$ cat src/rtl/addr_dec_pkg.sv
package addr_dec_pkg;
  typedef enum logic [1:0] {
    ST_IDLE = 2'd0,
    ST_ADDR = 2'd1,
    ST_PASS = 2'd2,
    ST_DROP = 2'd3
  } dec_state_e;

  localparam int FIRST_BITS = 6;
  localparam int EXT_BITS   = 7;

  function automatic int chan_width(input int n_bytes);
    return FIRST_BITS + EXT_BITS * (n_bytes - 1);
  endfunction
endpackage

$ cat src/rtl/addr_dec_accum.sv
module addr_dec_accum
  import addr_dec_pkg::*;
#(
  parameter int MAX_BYTES = 3,
  parameter int CHAN_W    = chan_width(MAX_BYTES),
  parameter int IDX_W     = $clog2(MAX_BYTES + 1)
) (
  input  logic              clk,
  input  logic              rst_n,
  input  logic              first,
  input  logic              acc_en,
  input  logic [7:0]        data,
  output logic [CHAN_W-1:0] chan_cur,
  output logic              cr_cur,
  output logic              last_slot
);
  logic [CHAN_W-1:0] chan_q, chan_d;
  logic [IDX_W-1:0]  idx_q, idx_d, idx_cur;
  logic              cr_q, cr_d;

  assign idx_cur   = first ? '0 : idx_q;
  assign last_slot = (idx_cur == IDX_W'(MAX_BYTES - 1));
  assign cr_cur    = first ? data[1] : cr_q;
  assign chan_cur[FIRST_BITS-1:0] = first ? data[7:2] : chan_q[FIRST_BITS-1:0];

  for (genvar k = 1; k < MAX_BYTES; k++) begin : g_ext
    localparam int LO = FIRST_BITS + EXT_BITS * (k - 1);
    assign chan_cur[LO +: EXT_BITS] =
      first                    ? '0        :
      (idx_q == IDX_W'(k))     ? data[7:1] :
                                 chan_q[LO +: EXT_BITS];
  end

  always_comb begin
    chan_d = chan_q;
    idx_d  = idx_q;
    cr_d   = cr_q;
    if (acc_en) begin
      chan_d = chan_cur;
      idx_d  = idx_cur + IDX_W'(1);
      cr_d   = cr_cur;
    end
  end

  always_ff @(posedge clk or negedge rst_n) begin
    if (!rst_n) begin
      chan_q <= '0;
      idx_q  <= '0;
      cr_q   <= 1'b0;
    end else begin
      chan_q <= chan_d;
      idx_q  <= idx_d;
      cr_q   <= cr_d;
    end
  end
endmodule

$ cat src/rtl/addr_dec_ctrl.sv
module addr_dec_ctrl
  import addr_dec_pkg::*;
(
  input  logic clk,
  input  logic rst_n,
  input  logic in_valid,
  input  logic in_sof,
  input  logic term,
  input  logic last_slot,
  input  logic match,
  output logic first,
  output logic acc_en,
  output logic done_now,
  output logic ovf_now,
  output logic pass_now
);
  dec_state_e state_q, state_d;

  assign first    = in_valid & in_sof;
  assign acc_en   = first | (in_valid & (state_q == ST_ADDR));
  assign done_now = acc_en & term;
  assign ovf_now  = acc_en & ~term & last_slot;
  assign pass_now = in_valid & ~in_sof & (state_q == ST_PASS);

  always_comb begin
    state_d = state_q;
    if (acc_en) begin
      if (term)           state_d = match ? ST_PASS : ST_DROP;
      else if (last_slot) state_d = ST_DROP;
      else                state_d = ST_ADDR;
    end
  end

  always_ff @(posedge clk or negedge rst_n) begin
    if (!rst_n) state_q <= ST_IDLE;
    else        state_q <= state_d;
  end
endmodule

$ cat src/rtl/addr_dec_out.sv
module addr_dec_out #(
  parameter int CHAN_W = 20
) (
  input  logic              clk,
  input  logic              rst_n,
  input  logic              done_now,
  input  logic              ovf_now,
  input  logic              pass_now,
  input  logic [CHAN_W-1:0] chan_cur,
  input  logic              cr_cur,
  input  logic              match,
  input  logic [7:0]        data,
  output logic              hdr_done,
  output logic [CHAN_W-1:0] hdr_chan,
  output logic              hdr_cr,
  output logic              hdr_match,
  output logic              addr_ovf,
  output logic              pl_valid,
  output logic [7:0]        pl_data
);
  always_ff @(posedge clk or negedge rst_n) begin
    if (!rst_n) begin
      hdr_done <= 1'b0;
      addr_ovf <= 1'b0;
      pl_valid <= 1'b0;
    end else begin
      hdr_done <= done_now;
      addr_ovf <= ovf_now;
      pl_valid <= pass_now;
    end
  end

  always_ff @(posedge clk or negedge rst_n) begin
    if (!rst_n) begin
      hdr_chan  <= '0;
      hdr_cr    <= 1'b0;
      hdr_match <= 1'b0;
    end else if (done_now) begin
      hdr_chan  <= chan_cur;
      hdr_cr    <= cr_cur;
      hdr_match <= match;
    end
  end

  always_ff @(posedge clk or negedge rst_n) begin
    if (!rst_n)        pl_data <= '0;
    else if (pass_now) pl_data <= data;
  end
endmodule

$ cat src/rtl/addr_field_decoder.sv
module addr_field_decoder
  import addr_dec_pkg::*;
#(
  parameter int MAX_BYTES = 3,
  parameter int CHAN_W    = chan_width(MAX_BYTES)
) (
  input  logic              clk,
  input  logic              rst_n,
  input  logic              in_valid,
  input  logic              in_sof,
  input  logic [7:0]        in_data,
  input  logic [CHAN_W-1:0] local_chan,
  output logic              hdr_done,
  output logic [CHAN_W-1:0] hdr_chan,
  output logic              hdr_cr,
  output logic              hdr_match,
  output logic              addr_ovf,
  output logic              pl_valid,
  output logic [7:0]        pl_data
);
  logic              first, acc_en, done_now, ovf_now, pass_now;
  logic              cr_cur, last_slot, match;
  logic [CHAN_W-1:0] chan_cur;

  assign match = (chan_cur == local_chan);

  addr_dec_accum #(.MAX_BYTES(MAX_BYTES), .CHAN_W(CHAN_W)) u_accum (
    .clk, .rst_n, .first, .acc_en, .data(in_data),
    .chan_cur, .cr_cur, .last_slot
  );

  addr_dec_ctrl u_ctrl (
    .clk, .rst_n, .in_valid, .in_sof, .term(in_data[0]),
    .last_slot, .match, .first, .acc_en, .done_now, .ovf_now, .pass_now
  );

  addr_dec_out #(.CHAN_W(CHAN_W)) u_out (
    .clk, .rst_n, .done_now, .ovf_now, .pass_now, .chan_cur, .cr_cur,
    .match, .data(in_data), .hdr_done, .hdr_chan, .hdr_cr, .hdr_match,
    .addr_ovf, .pl_valid, .pl_data
  );
endmodule

$ cat config.mk
export PLATFORM = sky130hd
export DESIGN_NAME = addr_field_decoder
export DESIGN_NICKNAME = d
export VERILOG_FILES = /design/src/rtl/addr_dec_pkg.sv /design/src/rtl/addr_dec_accum.sv /design/src/rtl/addr_dec_ctrl.sv /design/src/rtl/addr_dec_out.sv /design/src/rtl/addr_field_decoder.sv
export SDC_FILE = /design/constraint.sdc
export NUM_CORES = 1
export LEC_CHECK = 0
export BUFFER_PORTS_ARGS = -buffer_cell sky130_fd_sc_hd__buf_2
export CAP_MARGIN = 10
export CELL_PAD_IN_SITES_DETAIL_PLACEMENT = 1
export CELL_PAD_IN_SITES_GLOBAL_PLACEMENT = 2
export CORE_MARGIN = 5
export CORE_UTILIZATION = 34
export CTS_BUF_LIST = sky130_fd_sc_hd__clkbuf_16
export DETAILED_ROUTE_END_ITERATION = 7
export PLACE_DENSITY_LB_ADDON = 0.15
export SLEW_MARGIN = 20
export SYNTH_ARGS = -nofsm -noshare
export SYNTH_HDL_FRONTEND = slang
export SYNTH_SLANG_ARGS = --single-unit
$ cat constraint.sdc
create_clock -name clk -period 3.1 [get_ports clk]
set_input_delay 0.775 -clock clk [delete_from_list [all_inputs] [get_ports clk]]
set_output_delay 0.775 -clock clk [all_outputs]
set_load 0.02 [all_outputs]
# Word-level counts from Yosys, hierarchy flattened
# Cells that the tools add are included.
[word_totals]
register_bits = 58
latch_bits = 0
mem_bits_rw = 0
rom_bits = 0
in_bits = 32
out_inout_bits = 33
wordCells = 38
memories = 0
[classes]
n_addsub = 1
multipliers = 0
div_mod_pow = 0
order_cmp = 0
eq_ne = 6
n_shift = 0
muxes = 10
n_bitwise = 10
n_reduce_logical = 0
[ops]
columns = ["operator", "n"]
rows = [
  ["7-bit 2-to-1 mux", 4],
  ["20-bit equality test", 1],
  ["1-bit bitwise AND", 7],
  ["2-bit equality test (second input constant)", 3],
  ["2-bit 2-to-1 mux", 3],
  ["6-bit 2-to-1 mux", 1],
  ["2-bit by 1-bit equality test with 1-bit output (second input constant)", 2],
  ["2-bit by 1-bit adder with 2-bit output (second input constant)", 1],
  ["1-bit 2-to-1 mux", 2],
  ["1-bit inverter", 2],
  ["1-bit bitwise OR", 1],
]

# Logic depth before layout (Yosys ltp)
[logic_depth]
word_depth = 6
depth_mapped = 8
mapped_depth_nobuf = 6

# Hierarchy
# From an unflattened synthesis, not the netlist that was laid out.
[hier_totals]
hier_cells = 254
area_unflattened_um2 = 2886.5
[by_module_without_submodules]
columns = ["module", "n_inst", "cells_per_inst", "area_each_um2", "seq_area_each_um2"]
rows = [
  ["addr_dec_accum", 1, 145, 1316.3, 575.6],
  ["addr_dec_out", 1, 66, 1191.1, 825.8],
  ["addr_field_decoder", 1, 27, 221.5, 0.0],
  ["addr_dec_ctrl", 1, 16, 157.7, 50.0],
]

# Worst setup path before layout
# OpenSTA, ideal clock, no wires.
[synth_timing]
path_type = "register -> register"
from = "register u_accum.idx_q[0]"
to = "register u_ctrl.state_q[0]"
arrival_time_ns = 2.265
setup_slack_ns = 0.709
path_stages_with_launch = 9
n_path_buf = 2
period_less_slack_ns = 2.391
cell_sequence = "dfrtp_1 buf_6 nand2b_4 buf_6 mux2_4 mux2_4 o22a_1 or4_4 o32a_1"
[synth_via]
elab_chain_cells = 6
[synth_rtl]
columns = ["element", "line", "text"]
rows = [
  ["start, declared", "addr_dec_accum.sv:18", "logic [IDX_W-1:0] idx_q, idx_d, idx_cur;"],
  ["start signal, assigned", "addr_dec_accum.sv:52", "idx_q <= idx_d;"],
  ["2-bit by 1-bit equality test with 1-bit output or 2-bit equality test (tied branches)", "addr_dec_accum.sv:30", "(idx_q == IDX_W'(k)) ? data[7:1] :"],
  ["7-bit 2-to-1 mux", "addr_dec_accum.sv:30", ""],
  ["7-bit 2-to-1 mux", "addr_dec_accum.sv:29", "first ? '0 :"],
  ["20-bit equality test *", "addr_field_decoder.sv:25", "assign match = (chan_cur == local_chan);"],
  ["1-bit 2-to-1 mux *", "addr_dec_ctrl.sv:28", "if (term) state_d = match ? ST_PASS : ST_DROP;"],
  ["2-bit 2-to-1 mux *", "addr_dec_ctrl.sv:28", ""],
  ["end signal, assigned", "addr_dec_ctrl.sv:36", "else state_q <= state_d;"],
  ["end, declared", "addr_dec_ctrl.sv:17", "dec_state_e state_q, state_d;"],
]
# Mark *: on every way between the ends. The rest lies on a longest branch, timed or not.
# A chain may end at the register's enable or synchronous reset.

# Worst setup path in the final report
# Ends and elaborated chain as after synthesis.

==> results.md <==
- Family with the most delay on the worst path: compound AO/OA/AOI/OAI gates
- Static leakage: 1.80 nW
- Core region area: approximately 8000 um^2
- Hold depth: 2
- Fmax: 388 MHz
- Tot GR Track Use: 17.6%
- Total congestion overflow: 0
- Drt via density: 5.19
- Clk Latency, worst-skew pair: 0.33 ns
- Placed cell area: 3240 um^2
- Combinational share of power: 30.3%
- First-pass GRT wire length: 13.4 mm
- Final worst slack: 0.524 ns
- Area of the mapped netlist: around 2800 um^2
- RSZ-0062 raised after global routing: no
- WL/cell: 18.6 um
- Die Area: between 10000 and 15000 um^2
- Largest net degree at the start of global routing: 41
- Final hold vios: 0
- Resized cells post-CTS: 0
- Hold Worst Slack: around 0.47 ns
- Die width: roughly 100 um
- Setup violations, final: 0
- Reg2Reg Depth: 6
- DR vias: 2268
- Ratio of cells with drive above 1 in the final layout: 30.1%
- Worst slew pin tran: 0.702 ns
- Syn nets: 291
- Clock Pin Slew Worst Setup and Hold Paths: 0.05 ns
- Post-route antenna net violation count: 0
- Fillers: between 900 and 1000
- Final Cycle Share: 83.1%
- Seq/Total Area, Yosys: a little over half
- # rows: 33
- Maximum vdd drop: 0.000317 V
- Crit Path Category: reg -> reg
- Switching part of the total: 33.0%
- Drt pass-1 iters: 4
- Clock Skew: ~0.0071 ns
- Post-route DRC: 0
- Gpl congestion: 0.814
- # clock sinks: 58
- CP required: 3.31 ns
- Initial antenna violation count: 0
- TritonCTS buffer count: 9
- H-tree level count: 3
- Die Y: about 100 um
- Int Power: 2.13 mW
- Setup TNS: 0 ns
- Drt total wl: between 8 and 9 mm
- DP Worst Slack: 0.335 ns
- CTS tree: built
- Port Buffers: 64
- CP Capture Type: flop
- Status: completed
- N_diodes: 0
- Worst Path Arrival: roughly 2.8 ns
- # IOs: 65
- Yosys reg bits: 58
- Proportion of power drawn by flip-flops and latches: between 30% and 40%
- Layout Nets: 360
- Startpoint types: flop
- Hold buffers post-CTS: 0
- Number of synthesis warnings: 0
- Synth Area per Inst: 10.8 um^2
- Clock Power Share: 35.2%
- CP Buf/Inv Count: 0
- Worst min-delay path class: reg -> reg
- Hpwl dp: approximately 6.1 mm
- Root Driver: clkbuf_16
- CP Depth: 6
- First DRT Iteration DRCs: 74
- Slowest cell on the critical path: dfrtp_1
- Tmin final: 2.58 ns
- Starting density of the core: roughly 34%
- Max Cap Violations: 0
- Cell variety after synth: 49
- Vias in the first global route: around 2400
- Max Slew Vio Count: 0
- Crit path largest cell delay: 0.51 ns
- P_sw: 1.05 mW
- Post-CTS setup buffer count: 0
- Top_reg_cell synth: dfrtp_1
- Pwr per Cell Area: between 800 and 900 nW/um^2
- Area grow syn2layout: 28.4%
- Asr flop ratio synth: 100%
- CTS Buffer Depth: 2
- Post-synth EDFFs: 0
- Slew margin rel.: 53.2%
- Cell Chain, Critical Path: nand2b_4 -> mux2i_1 -> a2111oi_0 -> o2111ai_1 -> or4_4 -> o32a_1
- Finished layout cell area: 3570 um^2
- CP max FO: 9
- Post-synthesis cell count: 258
tightest hold or removal path: stages (launching register included):
cell,delay [ns]
dfrtp_1,0.32
nand2_1,0.04
nand2_1,0.07
cells in the mapped netlist, types with 6 or more instances:
master,instances,area [um^2]
dfrtp_1,58,1450
nand2_1,47,176
mux2i_1,12,120
o31ai_1,11,82.6
a22o_1,10,87.6
o21ai_1,9,45.0
clkbuf_1,8,30.0
inv_1,8,30.0
mux2_2,8,90.1
o21ai_0,8,40.0
nor3_1,7,35.0
mux2_1,6,67.6
area by class of cell:
class / count / area, um^2 / area share (%)
Tap cell: 105 / 131 / 3.68
Clock buffer: 9 / 225 / 6.30
Timing Repair Buffer: 72 / 393 / 11.0
Sequential cell: 58 / 1450 / 40.6
Inverter: 9 / 33.8 / 0.946
Multi-Input combinational cell: 177 / 1230 / 34.4
Clock inverter: 7 / 109 / 3.05
metal layers:
| metal | part of all wire, % | track usage (%) |
|---|---|---|
| met1 | 47 | 23.6 |
| met5 | 0 | 0 |
| met4 | 1.7 | 5.08 |
| met2 | 46 | 27.2 |
| met3 | 5.5 | 5.81 |
sequential cells by signal, indices dropped and copies added, names as in the netlist:
name	cells
u_out.pl_data	8
u_out.hdr_match	1
u_out.addr_ovf	1
u_ctrl.state_q	2
u_out.hdr_done	1
u_out.hdr_cr	1
u_accum.idx_q	2
u_out.pl_valid	1
u_out.hdr_chan	20
u_accum.chan_q	20
u_accum.cr_q	1
stage by stage:
| step | std cells | utilization [%] | power, mW |
|---|---|---|---|
| global route | 437 | 44.1 | 3.37 |
| CTS | 437 | 44.1 | 3.22 |
| detailed placement | 421 | 40.0 | 2.08 |
| floorplan | 258 | - | 1.75 |
| global placement | 421 | 40.0 | 2.06 |
| finish | 437 | 44.1 | 3.17 |
power by group through the flow:
stage,Sequential [mW],Combinational (mW),Clock (mW)
floorplan,1.21,0.545,0
global placement,1.09,0.971,0
detailed placement,1.11,0.970,0
CTS,1.10,0.978,1.14
global route,1.12,1.06,1.19
finish,1.09,0.963,1.12
placed cells by master, fill, tap and decap left out, drive strengths merged, types with 2 or more instances in the layout:
master,netlist,final
inv,8,9
buf,6,72
o22ai,5,5
nand2,47,47
bufinv,0,3
mux2,16,16
o22a,2,2
nand2b,2,2
xor2,4,4
nor4,3,3
a22o,10,10
nand3,2,2
mux2i,12,12
and2,2,2
nand3b,3,3
o211a,3,3
nor3,7,7
o31ai,11,11
xnor2,5,5
clkbuf,8,9
nor2,2,2
clkinv,1,3
a22oi,2,2
o21ai,17,17
dfrtp,58,58
o21a,4,4
final timing paths:
kind	from	to	slack (ns)
max reg2reg	u_accum.idx_q[0]	u_ctrl.state_q[0]	0.52
min	u_accum.cr_q	u_accum.cr_q	0.47
min reg2reg	u_accum.cr_q	u_accum.cr_q	0.47
min in group asynchronous	rst_n	u_out.hdr_chan[12]	0.49
max	u_accum.idx_q[0]	u_ctrl.state_q[0]	0.52
max in group asynchronous	rst_n	u_accum.chan_q[7]	1.99
cell families (layout without fill, tap and decap cells):
kind of cell / count (synthesis) / after routing / share of synthesized area, %
compound gates: 64 / 64 / 16.6
xor+xnor: 9 / 9 / 2.83
fa+ha+maj: 1 / 1 / 0.450
buf+inv: 23 / 97 / 3.91
flops: 58 / 58 / 52.2
mux: 28 / 28 / 11.1
simple gates: 75 / 75 / 13.0
Power figures use the tool's default switching activity.
